==> src/rtl/psr_pkg.sv <==
package psr_pkg;
   localparam int PSR_W     = 8;
   localparam int IDX_C     = 0;
   localparam int IDX_DC    = 1;
   localparam int IDX_Z     = 2;
   localparam int IDX_PD    = 3;
   localparam int IDX_TO    = 4;
   localparam int IDX_RP0   = 5;
   localparam int IDX_RP1   = 6;
   localparam int IDX_IRP   = 7;
   localparam int ARITH_N   = 3;
   localparam int ARITH_LSB = IDX_C;
   localparam int BANK_N    = 3;
   localparam int BANK_LSB  = IDX_RP0;

   typedef struct packed {
      logic por;
      logic wdt_to;
      logic sleep;
      logic wdt_clr;
   } psr_evt_t;

   typedef enum logic [2:0] {
      EV_NONE    = 3'd0,
      EV_POWERON = 3'd1,
      EV_TIMEOUT = 3'd2,
      EV_SLEEP   = 3'd3,
      EV_WAKE    = 3'd4
   } psr_ev_e;

   function automatic psr_ev_e pick_event(input psr_evt_t e);
      if (e.por)          return EV_POWERON;
      else if (e.wdt_to)  return EV_TIMEOUT;
      else if (e.sleep)   return EV_SLEEP;
      else if (e.wdt_clr) return EV_WAKE;
      else                return EV_NONE;
   endfunction
endpackage

==> src/rtl/psr_cause_flags.sv <==
module psr_cause_flags
   import psr_pkg::*;
(
   input  logic     clk,
   input  logic     rst_n,
   input  psr_evt_t evt_i,
   output logic     to_o,
   output logic     pd_o
);
   psr_ev_e ev;
   logic    to_q, pd_q;

   always_comb ev = pick_event(evt_i);

   // No rst_n here: only the power-on event touches the cause bits.
   always_ff @(posedge clk) begin
      unique case (ev)
         EV_POWERON: begin to_q <= 1'b1; pd_q <= 1'b1; end
         EV_TIMEOUT: begin to_q <= 1'b0;               end
         EV_SLEEP:   begin to_q <= 1'b1; pd_q <= 1'b0; end
         EV_WAKE:    begin to_q <= 1'b1; pd_q <= 1'b1; end
         default:    ;
      endcase
   end

   assign to_o = to_q;
   assign pd_o = pd_q;

   assert_poweron_R1: assert property (@(posedge clk) disable iff (!rst_n)
      evt_i.por |=> (to_o && pd_o));
   assert_cause_hold_R5: assert property (@(posedge clk) disable iff (!rst_n)
      (evt_i == '0) |=> ($stable(to_o) && $stable(pd_o)));
   assert_wake_R8: assert property (@(posedge clk) disable iff (!rst_n)
      (evt_i.wdt_clr && !evt_i.por && !evt_i.wdt_to && !evt_i.sleep) |=> (to_o && pd_o));
   assert_sleep_R9: assert property (@(posedge clk) disable iff (!rst_n)
      (evt_i.sleep && !evt_i.por && !evt_i.wdt_to) |=> (to_o && !pd_o));
   assert_timeout_R10: assert property (@(posedge clk) disable iff (!rst_n)
      (evt_i.wdt_to && !evt_i.por) |=> (!to_o && $stable(pd_o)));
endmodule

==> src/rtl/psr_arith_flags.sv <==
module psr_arith_flags
   import psr_pkg::*;
#(
   parameter bit                 RST_EN  = 1'b1,
   parameter logic [ARITH_N-1:0] RST_VAL = '0
)(
   input  logic               clk,
   input  logic               rst_n,
   input  logic               wr_en_i,
   input  logic [ARITH_N-1:0] wr_bits_i,
   input  logic [ARITH_N-1:0] upd_we_i,
   input  logic [ARITH_N-1:0] upd_val_i,
   output logic [ARITH_N-1:0] flags_o
);
   logic               alu_owns;
   logic [ARITH_N-1:0] nxt;

   assign alu_owns = |upd_we_i;

   for (genvar i = 0; i < ARITH_N; i++) begin : g_flag
      always_comb begin
         if (alu_owns)     nxt[i] = upd_we_i[i] ? upd_val_i[i] : flags_o[i];
         else if (wr_en_i) nxt[i] = wr_bits_i[i];
         else              nxt[i] = flags_o[i];
      end

      if (RST_EN) begin : g_rst
         always_ff @(posedge clk or negedge rst_n) begin
            if (!rst_n) flags_o[i] <= RST_VAL[i];
            else        flags_o[i] <= nxt[i];
         end
      end else begin : g_norst
         always_ff @(posedge clk) flags_o[i] <= nxt[i];
      end
   end

   assert_bus_load_R4: assert property (@(posedge clk) disable iff (!rst_n)
      (wr_en_i && upd_we_i == '0) |=> (flags_o == $past(wr_bits_i)));
   assert_masked_hold_R6: assert property (@(posedge clk) disable iff (!rst_n)
      (upd_we_i != '0) |=> (((flags_o ^ $past(flags_o)) & ~$past(upd_we_i)) == '0));
   assert_alu_take_R7: assert property (@(posedge clk) disable iff (!rst_n)
      (upd_we_i != '0) |=> (((flags_o ^ $past(upd_val_i)) & $past(upd_we_i)) == '0));
endmodule

==> src/rtl/psr_bank_bits.sv <==
module psr_bank_bits
   import psr_pkg::*;
#(
   parameter logic [BANK_N-1:0] RST_VAL = '0
)(
   input  logic              clk,
   input  logic              rst_n,
   input  logic              por_i,
   input  logic              wr_en_i,
   input  logic [BANK_N-1:0] wr_bits_i,
   output logic [BANK_N-1:0] bits_o
);
   always_ff @(posedge clk or negedge rst_n) begin
      if (!rst_n)       bits_o <= RST_VAL;
      else if (por_i)   bits_o <= RST_VAL;
      else if (wr_en_i) bits_o <= wr_bits_i;
   end

   assert_bank_write_R4: assert property (@(posedge clk) disable iff (!rst_n)
      (wr_en_i && !por_i) |=> (bits_o == $past(wr_bits_i)));
   assert_bank_por_R1: assert property (@(posedge clk) disable iff (!rst_n)
      por_i |=> (bits_o == RST_VAL));
   assert_bank_idle_R4: assert property (@(posedge clk) disable iff (!rst_n)
      (!wr_en_i && !por_i) |=> $stable(bits_o));
endmodule

==> src/rtl/cpu_status_reg.sv <==
module cpu_status_reg
   import psr_pkg::*;
#(
   parameter int                 DATA_W        = 8,
   parameter bit                 ARITH_RST_EN  = 1'b1,
   parameter logic [ARITH_N-1:0] ARITH_RST_VAL = '0,
   parameter logic [BANK_N-1:0]  BANK_RST_VAL  = '0
)(
   input  logic              clk,
   input  logic              rst_n,
   input  logic              por_i,
   input  logic              wdt_clr_i,
   input  logic              sleep_i,
   input  logic              wdt_to_i,
   input  logic              wr_en_i,
   input  logic [DATA_W-1:0] wr_data_i,
   input  logic [ARITH_N-1:0] flag_we_i,
   input  logic [ARITH_N-1:0] flag_val_i,
   output logic [DATA_W-1:0] rd_data_o,
   output logic              bank_sel_o
);
   if (DATA_W != PSR_W) begin : g_bad_width
      $error("cpu_status_reg: DATA_W must equal the status word width");
   end

   psr_evt_t          evt;
   logic [ARITH_N-1:0] arith;
   logic [BANK_N-1:0]  bank;
   logic               to_bit, pd_bit;
   logic               unused_cause_data;

   assign evt = '{por: por_i, wdt_to: wdt_to_i, sleep: sleep_i, wdt_clr: wdt_clr_i};
   assign unused_cause_data = ^wr_data_i[IDX_PD +: 2];

   psr_cause_flags u_cause (
      .clk   (clk),
      .rst_n (rst_n),
      .evt_i (evt),
      .to_o  (to_bit),
      .pd_o  (pd_bit)
   );

   psr_arith_flags #(
      .RST_EN  (ARITH_RST_EN),
      .RST_VAL (ARITH_RST_VAL)
   ) u_arith (
      .clk       (clk),
      .rst_n     (rst_n),
      .wr_en_i   (wr_en_i),
      .wr_bits_i (wr_data_i[ARITH_LSB +: ARITH_N]),
      .upd_we_i  (flag_we_i),
      .upd_val_i (flag_val_i),
      .flags_o   (arith)
   );

   psr_bank_bits #(
      .RST_VAL (BANK_RST_VAL)
   ) u_bank (
      .clk       (clk),
      .rst_n     (rst_n),
      .por_i     (por_i),
      .wr_en_i   (wr_en_i),
      .wr_bits_i (wr_data_i[BANK_LSB +: BANK_N]),
      .bits_o    (bank)
   );

   always_comb begin
      rd_data_o                        = '0;
      rd_data_o[BANK_LSB +: BANK_N]    = bank;
      rd_data_o[IDX_TO]                = to_bit;
      rd_data_o[IDX_PD]                = pd_bit;
      rd_data_o[ARITH_LSB +: ARITH_N]  = arith;
   end

   assign bank_sel_o = bank[IDX_RP0 - BANK_LSB];

   assert_cause_ro_R5: assert property (@(posedge clk) disable iff (!rst_n)
      (wr_en_i && !por_i && !wdt_to_i && !sleep_i && !wdt_clr_i)
      |=> ($stable(rd_data_o[IDX_TO]) && $stable(rd_data_o[IDX_PD])));
   assert_clear_pattern_R13: assert property (@(posedge clk) disable iff (!rst_n)
      (wr_en_i && wr_data_i == '0 && flag_we_i == 3'b100 && flag_val_i[2] &&
       !por_i && !wdt_to_i && !sleep_i && !wdt_clr_i)
      |=> (rd_data_o[7:5] == 3'b000 && rd_data_o[IDX_Z] &&
           $stable(rd_data_o[IDX_TO]) && $stable(rd_data_o[IDX_PD]) &&
           $stable(rd_data_o[IDX_DC]) && $stable(rd_data_o[IDX_C])));
endmodule

==> config.mk <==
export PLATFORM = sky130hd
export DESIGN_NAME = cpu_status_reg
export DESIGN_NICKNAME = d
export VERILOG_FILES = /design/src/rtl/psr_pkg.sv /design/src/rtl/psr_cause_flags.sv /design/src/rtl/psr_arith_flags.sv /design/src/rtl/psr_bank_bits.sv /design/src/rtl/cpu_status_reg.sv
export SDC_FILE = /design/constraint.sdc
export NUM_CORES = 1
export LEC_CHECK = 0
export BUFFER_PORTS_ARGS = -buffer_cell sky130_fd_sc_hd__buf_2
export CAP_MARGIN = 20
export CELL_PAD_IN_SITES_DETAIL_PLACEMENT = 0
export CELL_PAD_IN_SITES_GLOBAL_PLACEMENT = 1
export CORE_ASPECT_RATIO = 0.9
export CORE_MARGIN = 5
export CORE_UTILIZATION = 28
export DETAILED_ROUTE_END_ITERATION = 8
export GPL_TIMING_DRIVEN = 0
export PLACE_DENSITY = 0.76
export SYNTH_ARGS = -nofsm -noshare
export SYNTH_HDL_FRONTEND = slang
export SYNTH_SLANG_ARGS = --single-unit
==> constraint.sdc <==
create_clock -name clk -period 1.4 [get_ports clk]
set_input_delay 0.35 -clock clk [delete_from_list [all_inputs] [get_ports clk]]
set_output_delay 0.35 -clock clk [all_outputs]
set_load 0.01 [all_outputs]
* Yosys cells after proc, flatten, opt, wreduce, memory -nomap -nowiden *
Index checks and enable logic that the tools add are counted.

word-level totals
  output and inout port bits = 9
  latch bits = 0
  memory bits (writable) = 0
  register bits after elaboration = 8
  memory bits (read-only) = 0
  memories = 0

operators by class
  muxes and demuxes = 17
  bitwise gates (word level) = 0
  multiply operators = 0
  eq/ne operators = 7
  $add $sub $neg = 0
  order comparisons = 0
  shift-type cells = 0
  reductions and logical operators = 10
  divide/modulo/power cells = 0

operator list
  operator                                             number
  two-way mux 3 bit                                    6
  two-way mux 1 bit                                    9
  nonzero test 2 bit                                   4
  equality test 3 x 2 -> 1 bit, second input constant  2
  inequality test 2 bit, second input constant         3
  AND reduction 2 bit                                  3
  OR reduction 3 bit                                   2
  case mux 1 bit (2 select lines)                      2
  equality test 3 x 1 -> 1 bit, second input constant  1
  equality test 3 bit, second input constant           1
  OR reduction 2 bit                                   1

* Depth between registers and ports, before layout *
Gate-level depths: netlist (run 1).

  depth in word-level cells = 7
  depth in mapped cells = 3

* Cells and area by module *
Synthesis (run 1) repeated with hierarchy kept, for this count alone.

second synthesis, totals
  cell total of the unflattened synthesis = 38
  area, all modules = 409.1 um2

by module, submodules not included
  module           area each (um2)  cells each  times used  seq. area each (um2)
  psr_arith_flags  172.7            17          1           75.1
  psr_bank_bits    116.4            9           1           75.1
  psr_cause_flags  97.6             9           1           60.1
  cpu_status_reg   22.5             3           1           0.0

* Worst setup path after synthesis (run 1) *
Ideal clock, no wire load.

  kind = input port to flip-flop
  start = in flag_we_i[1]
  end = reg u_arith.flags_o[0]
  arrival time = 1.033 ns
  required time = 1.278 ns
  slack = 0.244 ns
  stages on the path = 3
  path through = or4b_4 o22ai_2 nor2_1

on the way
  longest elaborated chain between the ends = 3

ends and longest elaborated chain
  element                                                                       RTL line               source
  from (decl)                                                                   cpu_status_reg.sv:17   input logic [ARITH_N-1:0] flag_we_i,
  OR reduction 3 bit *                                                          psr_arith_flags.sv:18  assign alu_owns = |upd_we_i;
  inequality test 2 bit (no line) / nonzero test 2 bit (equally long branches)  -
  AND reduction 2 bit (no line)                                                 -
  to (signal, indexed assignment)                                               psr_arith_flags.sv:29  if (!rst_n) flags_o[i] <= RST_VAL[i];
  to (signal, indexed assignment)                                               psr_arith_flags.sv:30  else flags_o[i] <= nxt[i];
  to (decl)                                                                     psr_arith_flags.sv:13  output logic [ARITH_N-1:0] flags_o

Mark *: on every way between the ends. The rest lies on a longest branch, timed or not.
A chain may end at the register's enable or synchronous reset.

* Worst setup path after layout (run 1) *
  start = reg u_bank.bits_o[0]
  end = out rd_data_o[5]

RTL lines
  element                 RTL line              source
  from (decl)             psr_bank_bits.sv:11   output logic [BANK_N-1:0] bits_o
  from (signal assigned)  psr_bank_bits.sv:16   else if (wr_en_i) bits_o <= wr_bits_i;
  to (decl)               cpu_status_reg.sv:19  output logic [DATA_W-1:0] rd_data_o,

No word-level cell between the ends.

==> summary.md, run 1 <==
| Metric | Value |
|---|---|
| TritonCTS clock tree | `built` |
| Max VDD drop | `0.0005311 V` |
| Predominant post-synthesis flop cell | `dfrtp_1` |
| Cts bufs inserted | `3` |
| Final routed DRC violation total | `0` |
| Rel. slew slack | `between 70% and 80%` |
| First-pass GRT wire length | `between 1500 and 2000 µm` |
| Count of vias placed by the detailed router | `between 300 and 400` |
| Setup violators final | `0` |
| Total power divided by cell area | `958.4 mW/mm²` |
| Reg clk slew, reported paths | `0.05 ns` |
| GR Overflow Total | `0` |
| Later-pin clock latency in the skew report | `0.26 ns` |
| Initial standard-cell utilization of the core | `28.82%` |
| Max-cap violations | `0` |
| Cell leakage power | `0.3147 nW` |
| Share of synthesized flip-flops with an asynchronous set or reset | `between 70% and 80%` |
| H-tree Lvls | `1` |
| Number of nets in the layout | `92` |
| Arrival time at the worst endpoint | `0.89 ns` |
| Total inserted antenna cells | `0` |
| Final Cycle Share | `88.91%` |
| Fill cell count | `144` |
| Sequential area share after synthesis | `51.53%` |
| WL/cell | `between 10 and 15 µm` |
| Synth cell types | `13` |
| Final critical path time including I/O delays and setup | `between 1 and 1.5 ns` |
| FMAX | `between 0.8 and 0.9 GHz` |
| Via/cell ratio | `4.512` |
| Nature of the critical path startpoint | `register` |
| Vias in the first global route | `~370` |
| Outcome | `finished clean` |
| Number of DRC markers after the initial detailed-route iteration | `6` |
| Clock sink count | `8` |
| CTS root buf | `clkbuf_4` |
| Maximum fanout along the worst path | `3` |
| Total Routing Usage GR | `9.731%` |
| Yosys top cell by area | `dfrtp_1` |
| Floorplan core area | `between 0.001 and 0.0015 mm²` |
| Setup TNS Final | `0 ns` |
| Synthesis warning total | `0` |
| Unrepaired setup endpoints after global routing | `no` |
| Dominant cells by area after synthesis | `dfrtp_1, edfxtp_1, o22ai_2` |
| Utilization of the core after routing | `roughly two fifths` |
| Total count of max-transition violations in the final report | `0` |
| Netlist area before placement | `between 400 and 500 µm²` |
| Worst min-delay path class | `input pin to register` |
| Buffers inserted by post-CTS timing repair | `0` |
| Horizontal extent of the die | `50.23 µm` |
| Share of layout cells above drive strength 1 | `55.07%` |
| Number of iterations in the first detailed-routing pass | `4` |
| Overall die height | `46.21 µm` |
| Initial antenna violation count | `0` |
| Cell count after synthesis | `38` |
| Worst clock skew on the final layout | `0 ns` |
| Most frequently used cell type in the post-synthesis netlist | `nor2_1` |
| Layout-stage area growth over the synthesis result | `45.71%` |
| Avg Cell Area, Syn | `10.73 µm²` |
| Nature of the critical path endpoint | `output pin` |
| Post-Route WL | `about 990 µm` |
| I/O Pins | `30` |
| Worst Setup Path Type | `register to output pin` |
| Maximum number of pins on one net before global-route repair | `7` |
| Measured slew at the worst slew-check pin | `0.3363 ns` |
| EDFF count, synth | `2` |
| Post-cts hold buffer count | `1` |
| Hold violation total from the final report | `0` |
| Total nets after synthesis | `59` |
| Most frequent cells after synthesis | `nor2_1, dfrtp_1, inv_1` |
| Final weighted congestion in routability-driven placement | `0.6264` |
| Post-DRT Antenna Nets | `0` |
| Data required, critical path | `1.05 ns` |
| Post-synthesis register bit count | `8` |
| Core Rows | `13` |
| Die outline area | `0.002321 mm²` |
| Area share of the largest cell type after synthesis | `around 37%` |
| Maximum buffer depth of the clock tree | `2` |
| Count of instances resized after the clock tree is built | `0` |
| Count of port buffers added during placement | `27` |
| Detailed placer's ending HPWL | `approximately 800 µm` |
[area by class of cell]
cell class	instances	area (µm²)	area share, %
flip-flops and latches	8	210.2	35.37
clock buffers	3	22.52	3.789
plain buffers	3	22.52	3.789
well taps	15	18.77	3.158
repair buffers	28	145.1	24.42
inverters	5	18.77	3.158
multi-input cells	22	156.4	26.32
[flip-flops by register name, summed over array words and instances (netlist names)]
register	cells
u_arith.flags_o	3
u_bank.bits_o	3
u_cause.pd_o	1
u_cause.to_o	1
[power by group]
group	internal, W	switching (W)
Combinational	0.0000630	0.0000578
Clock	0.0000983	0.0000814
Sequential	0.000261	0.00000837
Total	0.000422	0.000148
[placed cells by master, fill, tap and decap left out]
cell type / count
o22ai_2: 3
buf_4: 3
nor2_1: 7
inv_1: 5
nor3_1: 3
or4b_4: 1
dfrtp_1: 6
buf_2: 27
nor4b_2: 1
a21oi_1: 1
clkbuf_4: 3
o21ai_0: 2
dlygate4sd3_1: 1
nand2_1: 1
mux2i_1: 3
edfxtp_1: 2
[final timing paths]
path / from / to / slack [ns] / cells past startpoint
max reg2reg: u_arith.flags_o[0]$_DFFE_PN0P_ / u_arith.flags_o[0]$_DFFE_PN0P_ / 0.68 / 2
max in group asynchronous: rst_n / u_bank.bits_o[2]$_DFFE_PN0P_ / 0.80 / 2
max: u_bank.bits_o[0]$_DFFE_PN0P_ / rd_data_o[5] / 0.16 / 2
min: por_i / u_bank.bits_o[0]$_DFFE_PN0P_ / 0.30 / 2
min in group asynchronous: rst_n / u_arith.flags_o[1]$_DFFE_PN0P_ / 0.45 / 2
min reg2reg: u_arith.flags_o[2]$_DFFE_PN0P_ / u_arith.flags_o[2]$_DFFE_PN0P_ / 0.51 / 2
[logic make-up (layout without fill, tap and decap cells)]
| kind of cell | count (synthesis) | after routing | synth area share [%] |
|---|---|---|---|
| compound gates | 6 | 6 | 12.88 |
| buf+inv | 8 | 39 | 10.12 |
| flops | 8 | 8 | 51.53 |
| mux | 3 | 3 | 7.362 |
| simple gates | 13 | 13 | 18.10 |
[metal layers]
metal | up-vias | GRT usage, % | wire (µm)
met5 | - | 0 | 0
met3 | 4 | 1.942 | 55
met1 | 173 | 9.843 | 377
met2 | 11 | 15.29 | 499
li1 | 191 | - | -
met4 | 0 | 12.57 | 55
[per-stage QoR]
stage | area [µm²] | power, W | hold WS, ns | worst slack (ns) | std cells
floorplan | 407.9 | 0.0003283 | 0.05441 | 0.2444 | 38
global placement | 561.8 | 0.0003915 | 0.1799 | 0.06750 | 80
detailed placement | 561.8 | 0.0003939 | 0.1836 | 0.06211 | 80
CTS | 594.3 | 0.0005793 | 0.2953 | 0.1441 | 84
global route | 594.3 | 0.0006071 | 0.3023 | 0.1056 | 84
finish | 594.3 | 0.0005696 | 0.2993 | 0.1553 | 84
[critical path, cell delays in order (launching register included)]
cell and delay, ns:
dfrtp_1 0.38, buf_4 0.13, buf_2 0.13
Power figures use the tool's default switching activity.
==> inputs of run 2 (changes only) <==
==> constraint.sdc (replaced) <==
create_clock -name clk -period 1.4 [get_ports clk]
set_input_delay 0 -clock clk [delete_from_list [all_inputs] [get_ports clk]]
set_output_delay 0 -clock clk [all_outputs]
set_load 0.01 [all_outputs]
==> run 2 against run 1 <==
- sequential power is essentially flat
- total power grew 2.3%
- clock skew is the same
- die area did not move
- worst hold slack got worse by 0.30 ns
- sequential cell count is the same
- sequential share of layout area fell by 2.7 points
- cell area grew 8.4%
- first-iteration DRC count is the same
- clock power about the same
- utilization rose by 3.5 points
- critical path type is now input pin to register
==> summary.md, run 2 (synthesis gave the netlist of run 1 again) <==
| Metric | Value |
|---|---|
| Via/cell ratio | `4.528 (+0.36%)` |
| Finished Layout Cells | `89 (+6.0%)` |
| Final Cycle Share | `90.90% (+2.0 points)` |
| Setup violators final | `0 (unchanged)` |
| Total count of max-transition violations in the final report | `0 (unchanged)` |
| Most frequent cells in the layout | `buf_2, nor2_1, dlygate4sd3_1, dfrtp_1, inv_1` |
| Cell breakdown of the critical path | `buf_2, or4b_4, o22ai_2, dlygate4sd3_1, nor2_1` |
| Worst setup endpoint | `u_arith.flags_o[2]$_DFFE_PN0P_` |
| Total power divided by cell area | `904.3 mW/mm² (-5.6%)` |
| Max-cap violations | `0 (unchanged)` |
| First-pass GRT wire length | `1635 µm (+5.3%)` |
| Initial antenna violation count | `0 (unchanged)` |
| TritonCTS clock tree | `built` |
| Placed Instances | `80 (unchanged)` |
| Number of iterations in the first detailed-routing pass | `4 (unchanged)` |
| Setup slack of the most critical reg-to-reg path | `0.18 ns (-0.50 ns)` |
| Worst Reg-to-Reg Cells | `3 (+1)` |
| Cell with the biggest individual delay on the critical path | `or4b_4` |
| Met1 usage in global routing | `9.843% (unchanged)` |
| Worst Setup Path Type | `input pin to register` |
| Area of placed instances | `561.8 µm² (unchanged)` |
| Maximum buffer depth of the clock tree | `2 (unchanged)` |
| WL/cell | `12.21 µm (+3.9%)` |
| Final critical path time including I/O delays and setup | `1.273 ns (+0.02790 ns)` |
| Commonest non-fill, non-tap cell in the layout | `buf_2` |
| Count of instances resized after the clock tree is built | `0 (unchanged)` |
| Post-DRT Antenna Nets | `0 (unchanged)` |
| Final routed DRC violation total | `0 (unchanged)` |
| Max VDD drop | `0.0003540 V (-33%)` |
| Maximum fanout along the worst path | `4 (+1)` |
| Later-pin clock latency in the skew report | `0.26 ns (about the same)` |
| CTS root buf | `clkbuf_4` |
| Data required, critical path | `1.55 ns (+0.50 ns)` |
| Layout-stage area growth over the synthesis result | `57.98%` |
| Die outline area | `0.002321 mm² (unchanged)` |
| Horizontal extent of the die | `50.23 µm (unchanged)` |
| Nature of the critical path startpoint | `input pin` |
| Rel. slew slack | `77.23% (-0.30 points)` |
| Arrival time at the worst endpoint | `1.42 ns (+0.53 ns)` |
| Total Routing Usage GR | `10.14% (+0.41 points)` |
| Unrepaired setup endpoints after global routing | `no` |
| Number of nets in the layout | `97 (+5.4%)` |
| Final weighted congestion in routability-driven placement | `0.6264 (unchanged)` |
| Startpoint of the lowest-slack register-to-register path | `u_bank.bits_o[0]$_DFFE_PN0P_` |
| Worst min-delay path class | `input pin to register` |
| Outcome | `finished clean` |
| Fill cell count | `141 (-2.1%)` |
| Floorplan core area | `0.001415 mm² (unchanged)` |
| Summed area of non-filler cells in the final layout | `644.4 µm² (+8.4%)` |
| Detailed placer's ending HPWL | `803.5 µm (unchanged)` |
| Maximum number of pins on one net before global-route repair | `7 (unchanged)` |
| Hold violation total from the final report | `0 (unchanged)` |
| Met2 GRT Util | `18.30% (+3.0 points)` |
| Nature of the critical path endpoint | `register` |
| FMAX | `0.7858 GHz (-2.2%)` |
| Cts bufs inserted | `3 (unchanged)` |
| Leading registers by flop count | `u_arith.flags_o (3), u_bank.bits_o (3)` |
| Cell leakage power | `0.3387 nW (+7.6%)` |
| Delay of the slowest cell on the worst path | `0.58 ns (+0.20 ns)` |
| Post-cts hold buffer count | `6 (+5)` |
| Worst flop-to-flop path endpoint | `u_bank.bits_o[0]$_DFFE_PN0P_` |
| Source of the critical timing path | `flag_we_i[1]` |
| Initial standard-cell utilization of the core | `28.82% (unchanged)` |
| Worst clock skew on the final layout | `0 ns (unchanged)` |
| Setup TNS Final | `0 ns (unchanged)` |
| Routing usage on met3 | `0% (-1.9 points)` |
| Reg clk slew, reported paths | `0.05 ns (about the same)` |
| Number of DRC markers after the initial detailed-route iteration | `6 (unchanged)` |
| Total inserted antenna cells | `0 (unchanged)` |
| Most Crowded Layer GR | `met2` |
| Post-Route WL | `1087 µm (+10%)` |
| Overall die height | `46.21 µm (unchanged)` |
| Buffers inserted by post-CTS timing repair | `0 (unchanged)` |
| Measured slew at the worst slew-check pin | `0.3407 ns (+0.004415 ns)` |
| Share of layout cells above drive strength 1 | `51.35% (-3.7 points)` |
| Vias in the first global route | `386 (+4.9%)` |
| H-tree Lvls | `1 (unchanged)` |
| GR Overflow Total | `0 (unchanged)` |
| I/O Pins | `30 (unchanged)` |
| Count of vias placed by the detailed router | `403 (+6.3%)` |
| Count of port buffers added during placement | `27 (unchanged)` |
| Core Rows | `13 (unchanged)` |
| Clock sink count | `8 (unchanged)` |
[run 2: cell count changes in the layout (fill, tap and decap cells not counted)]
cell	change
dlygate4sd3_1	+5
[run 2: area by class of cell]
type | instances | area (µm²) | area share [%]
timing repair buffer | 33 | 195.2 | 30.29
inverter | 5 | 18.77 | 2.913
clock buffer | 3 | 22.52 | 3.495
sequential | 8 | 210.2 | 32.62
tap | 15 | 18.77 | 2.913
buffer | 3 | 22.52 | 3.495
multi-input combinational | 22 | 156.4 | 24.27
[run 2: per-layer routing]
layer / share of wire [%] / vias to the layer above
met4: 5.2 / 0
li1: - / 201
met1: 34 / 188
met3: 4.2 / 4
met2: 56 / 10
met5: 0 / -
[run 2: how the worst min path moves through the flow]
| stage | startpoint | endpoint | cells past startpoint |
|---|---|---|---|
| floorplan | rst_n | u_arith.flags_o[0]$_DFFE_PN0P_ | 0 |
| global placement | rst_n | u_arith.flags_o[0]$_DFFE_PN0P_ | 1 |
| detailed placement | rst_n | u_arith.flags_o[1]$_DFFE_PN0P_ | 1 |
| CTS | wr_data_i[7] | u_bank.bits_o[2]$_DFFE_PN0P_ | 3 |
| global route | flag_val_i[1] | u_arith.flags_o[1]$_DFFE_PN0P_ | 3 |
| finish | wr_data_i[7] | u_bank.bits_o[2]$_DFFE_PN0P_ | 3 |
[run 2: worst max-delay path: cells and delay by family]
family / cells / cell delay, ns
AOI/OAI and AO/OA: 1 / 0.10
and+or+nand+nor: 2 / 0.62
buffers and inverters: 2 / 0.69
[run 2: power by group]
| part | switching [W] | total [W] | internal, W |
|---|---|---|---|
| combinational | 0.0000605 | 0.000133 | 0.0000726 |
| sequential | 0.00000842 | 0.000269 | 0.000261 |
| clock | 0.0000822 | 0.000181 | 0.0000983 |
| total | 0.000151 | 0.000583 | 0.000432 |
[run 2: stage by stage]
step / utilization (%) / hold slack (ns) / power (W) / worst slack [ns]
after CTS: 45.53 / 0.003608 / 0.0005904 / 0.1576
after global routing: 45.53 / 0.03104 / 0.0006165 / 0.08447
after floorplan: - / -0.2956 / 0.0003283 / 0.5944
after global placement: 39.70 / -0.1701 / 0.0003915 / 0.4175
after detailed placement: 39.70 / -0.1664 / 0.0003939 / 0.4121
final: 45.53 / 0.001478 / 0.0005827 / 0.1274
==> inputs of run 3 (changes only) <==
Settings changed: ABC_AREA from default to 1, CORE_ASPECT_RATIO 0.9 to default, CORE_UTILIZATION 28 to 29, MAX_ROUTING_LAYER from default to met4, PLACE_DENSITY 0.76 to 0.77.
==> run 3 against run 2 <==
- register-to-register slack improved by 0.60 ns
- die area rose by 8.2%
- clock skew did not move
- clock-buffer cell count rose by 1
- final cell count rose by 20%
- sequential share of layout area fell by 2.1 points
==> summary.md, run 3 <==
| Metric | Value |
|---|---|
| Setup TNS Final | `0 ns (unchanged)` |
| Sequential power share | `45.3% (-0.9 points)` |
| Share of layout cells above drive strength 1 | `46.15% (-5.2 points)` |
| Sequential area share after synthesis | `45.04% (-6.5 points)` |
| Max-cap violations | `0 (unchanged)` |
| Worst Reg-to-Reg Cells | `2 (-1)` |
| Fraction of synthesized cell area in xor and xnor cells | `0% (unchanged)` |
| Nature of the critical path startpoint | `register` |
| WL/cell | `9.318 µm (-24%)` |
| Vias in the first global route | `407 (+5.4%)` |
| Unrepaired setup endpoints after global routing | `no` |
| Rel. slew slack | `86.40% (+9.2 points)` |
| Area occupied by registers | `210.2 µm² (unchanged)` |
| Worst Setup Path Type | `register to output pin` |
| Adder-cell share of the synthesized area | `0% (unchanged)` |
| Fill cell count | `162 (+15%)` |
| Maximum buffer depth of the clock tree | `2 (unchanged)` |
| Later-pin clock latency in the skew report | `0.25 ns (about the same)` |
| Combinational family with the most area after synthesis | `simple AND/OR/NAND/NOR gates` |
| Share of synthesized flip-flops with an asynchronous set or reset | `75.00% (unchanged)` |
| Die outline area | `0.002512 mm² (+8.2%)` |
| Post-synthesis register bit count | `8 (unchanged)` |
| Horizontal extent of the die | `50.12 µm (-0.23%)` |
| FMAX | `1.119 GHz (+42%)` |
| Proportion of power drawn by combinational gates | `23.7% (+0.9 points)` |
| Avg Cell Area, Syn | `8.334 µm² (-22%)` |
| Final Hold Slack | `0.04074 ns (+0.03926 ns)` |
| Cell count after synthesis | `56 (+47%)` |
| Data required, critical path | `1.40 ns (-0.15 ns)` |
| Finished Layout Cells | `107 (+20%)` |
| Netlist area before placement | `466.7 µm² (+14%)` |
| Most frequent cells after synthesis | `nand2_1, nand3_1, inv_1` |
| Final Cycle Share | `63.83% (-27 points)` |
| Buffers inserted by post-CTS timing repair | `0 (unchanged)` |
| Reg clk slew, reported paths | `0.06 ns (about the same)` |
| Count of instances resized after the clock tree is built | `0 (unchanged)` |
| Total power divided by cell area | `866.2 mW/mm² (-4.2%)` |
| Core Rows | `14 (+1)` |
| Number of iterations in the first detailed-routing pass | `3 (-1)` |
| EDFF count, synth | `2 (unchanged)` |
| Overall die height | `50.12 µm (+8.5%)` |
| Number of instances on the worst hold path | `5 (+2)` |
| Final routed DRC violation total | `0 (unchanged)` |
| Utilization of the core after routing | `45.16% (-0.38 points)` |
| Commonest non-fill, non-tap cell in the layout | `buf_2` |
| Final weighted congestion in routability-driven placement | `0.6827 (+9.0%)` |
| Cell-internal power | `0.0004412 W (+2.2%)` |
| Fraction of synthesized area in multiplexers | `0% (-7.4 points)` |
| Nature of the critical path endpoint | `output pin` |
| PnR worst setup slack | `0.5064 ns (+0.3791 ns)` |
| Outcome | `finished clean` |
| Hold violation total from the final report | `0 (unchanged)` |
| Total Routing Usage GR | `8.633% (-1.5 points)` |
| Worst clock skew on the final layout | `0 ns (unchanged)` |
| Post-cts hold buffer count | `4 (-2)` |
| Total inserted antenna cells | `0 (unchanged)` |
| Total nets after synthesis | `77 (+31%)` |
| Floorplan core area | `0.001524 mm² (+7.7%)` |
| TritonCTS clock tree | `built` |
| Net switching power figure | `0.0001549 W (+2.5%)` |
| Post-DRT Antenna Nets | `0 (unchanged)` |
| Cell leakage power | `0.3816 nW (+13%)` |
| Compound-gate portion of the synthesized area | `9.651% (-3.2 points)` |
| Area of the multi-input gates | `197.7 µm² (+26%)` |
| I/O Pins | `30 (unchanged)` |
| Clock group share of total power | `31.0% (about the same)` |
| Most frequent cells in the layout | `buf_2, nand2_1, nand3_1, inv_1, dfrtp_1` |
| CTS root buf | `clkbuf_4` |
| Post-Route WL | `997 µm (-8.3%)` |
| Worst min-delay path class | `input pin to register` |
| First-pass GRT wire length | `1642 µm (+0.43%)` |
| Arrival time at the worst endpoint | `0.89 ns (-0.53 ns)` |
| Most frequently used cell type in the post-synthesis netlist | `nand2_1` |
| Via/cell ratio | `4.150 (-8.4%)` |
| Final critical path time including I/O delays and setup | `0.8936 ns (-0.3791 ns)` |
| Setup violators final | `0 (unchanged)` |
| Placed Instances | `99 (+24%)` |
| Yosys top cell by area | `dfrtp_1` |
| Total count of max-transition violations in the final report | `0 (unchanged)` |
| Initial standard-cell utilization of the core | `30.62% (+1.8 points)` |
| Synthesis warning total | `0 (unchanged)` |
| Maximum fanout along the worst path | `3 (-1)` |
| Leading registers by flop count | `u_arith.flags_o (3), u_bank.bits_o (3)` |
| Detailed placer's ending HPWL | `816 µm (+1.6%)` |
| Predominant post-synthesis flop cell | `dfrtp_1` |
| Area share of the largest cell type after synthesis | `32.17% (-4.6 points)` |
| Share of total power consumed by net switching | `25.99% (+0.056 points)` |
| Clock sink count | `8 (unchanged)` |
| GR Overflow Total | `0 (unchanged)` |
| Max VDD drop | `0.0004101 V (+16%)` |
| Synth cell types | `15 (+2)` |
| Setup slack after placement | `0.6213 ns (+0.2092 ns)` |
| Number of nets in the layout | `113 (+16%)` |
| Count of port buffers added during placement | `27 (unchanged)` |
| H-tree Lvls | `1 (unchanged)` |
| Simple-gate portion of the synthesized area | `32.71% (+15 points)` |
| Count of vias placed by the detailed router | `444 (+10%)` |
| Initial antenna violation count | `0 (unchanged)` |
| Measured slew at the worst slew-check pin | `0.2018 ns (-0.1388 ns)` |
| Cts bufs inserted | `3 (unchanged)` |
| Dominant cells by area after synthesis | `dfrtp_1, edfxtp_1, nand2_1` |
| Number of DRC markers after the initial detailed-route iteration | `2 (-4)` |
| Layout-stage area growth over the synthesis result | `47.45%` |
| Maximum number of pins on one net before global-route repair | `8 (+1)` |
## run 3: layout make-up
type	count	area share, %
Buffer	3	3.273
Sequential cell	8	30.55
Tap cell	16	2.909
Inverter	9	5.273
Timing Repair Buffer	31	25.45
Multi-Input combinational cell	36	28.73
Clock buffer	4	3.818
## run 3: final timing paths
| check | start | end | slack, ns |
|---|---|---|---|
| max in group asynchronous | rst_n | u_arith.flags_o[1]$_DFFE_PN0P_ | 1.15 |
| min in group asynchronous | rst_n | u_bank.bits_o[2]$_DFFE_PN0P_ | 0.10 |
| setup reg to reg | u_bank.bits_o[0]$_DFFE_PN0P_ | u_bank.bits_o[0]$_DFFE_PN0P_ | 0.78 |
| hold / removal | flag_val_i[0] | u_arith.flags_o[0]$_DFFE_PN0P_ | 0.04 |
| setup / recovery | u_bank.bits_o[0]$_DFFE_PN0P_ | rd_data_o[5] | 0.51 |
| hold reg to reg | u_arith.flags_o[0]$_DFFE_PN0P_ | u_arith.flags_o[0]$_DFFE_PN0P_ | 0.50 |
## run 3: cell families after synthesis
kind of cell / Yosys count
simple gates: 30
flops: 8
compound gates: 6
buf+inv: 12
## run 3: metal layers
metal / global-route usage (%) / vias to the layer above / wire [µm]
li1: - / 246 / -
met1: 10.22 / 177 / 447
met5: - / - / 0
met4: 3.930 / 0 / 0
met2: 13.60 / 21 / 444
met3: 2.108 / 0 / 105
## run 3: worst max-delay path: stages, from the launching register on
cell and delay [ns]:
dfrtp_1 0.39, buf_4 0.13, buf_2 0.13
## run 3: through the flow
stage | total power (W) | cell area, µm²
after detailed placement | 0.0004100 | 621.8
after CTS | 0.0006069 | 688.2
final | 0.0005961 | 688.2
after floorplan | 0.0003454 | 466.7
after global placement | 0.0004080 | 621.8
after global routing | 0.0006325 | 688.2
## run 3: power groups by stage
| stage | registers, W | logic, W | clock network (W) |
|---|---|---|---|
| 4_1_cts | 0.000271 | 0.000144 | 0.000192 |
| 3_3_place_gp | 0.000274 | 0.000134 | 0 |
| 5_1_grt | 0.000273 | 0.000160 | 0.000199 |
| 3_5_place_dp | 0.000275 | 0.000135 | 0 |
| 2_1_floorplan | 0.000282 | 0.0000636 | 0 |
| 6_report | 0.000270 | 0.000141 | 0.000185 |
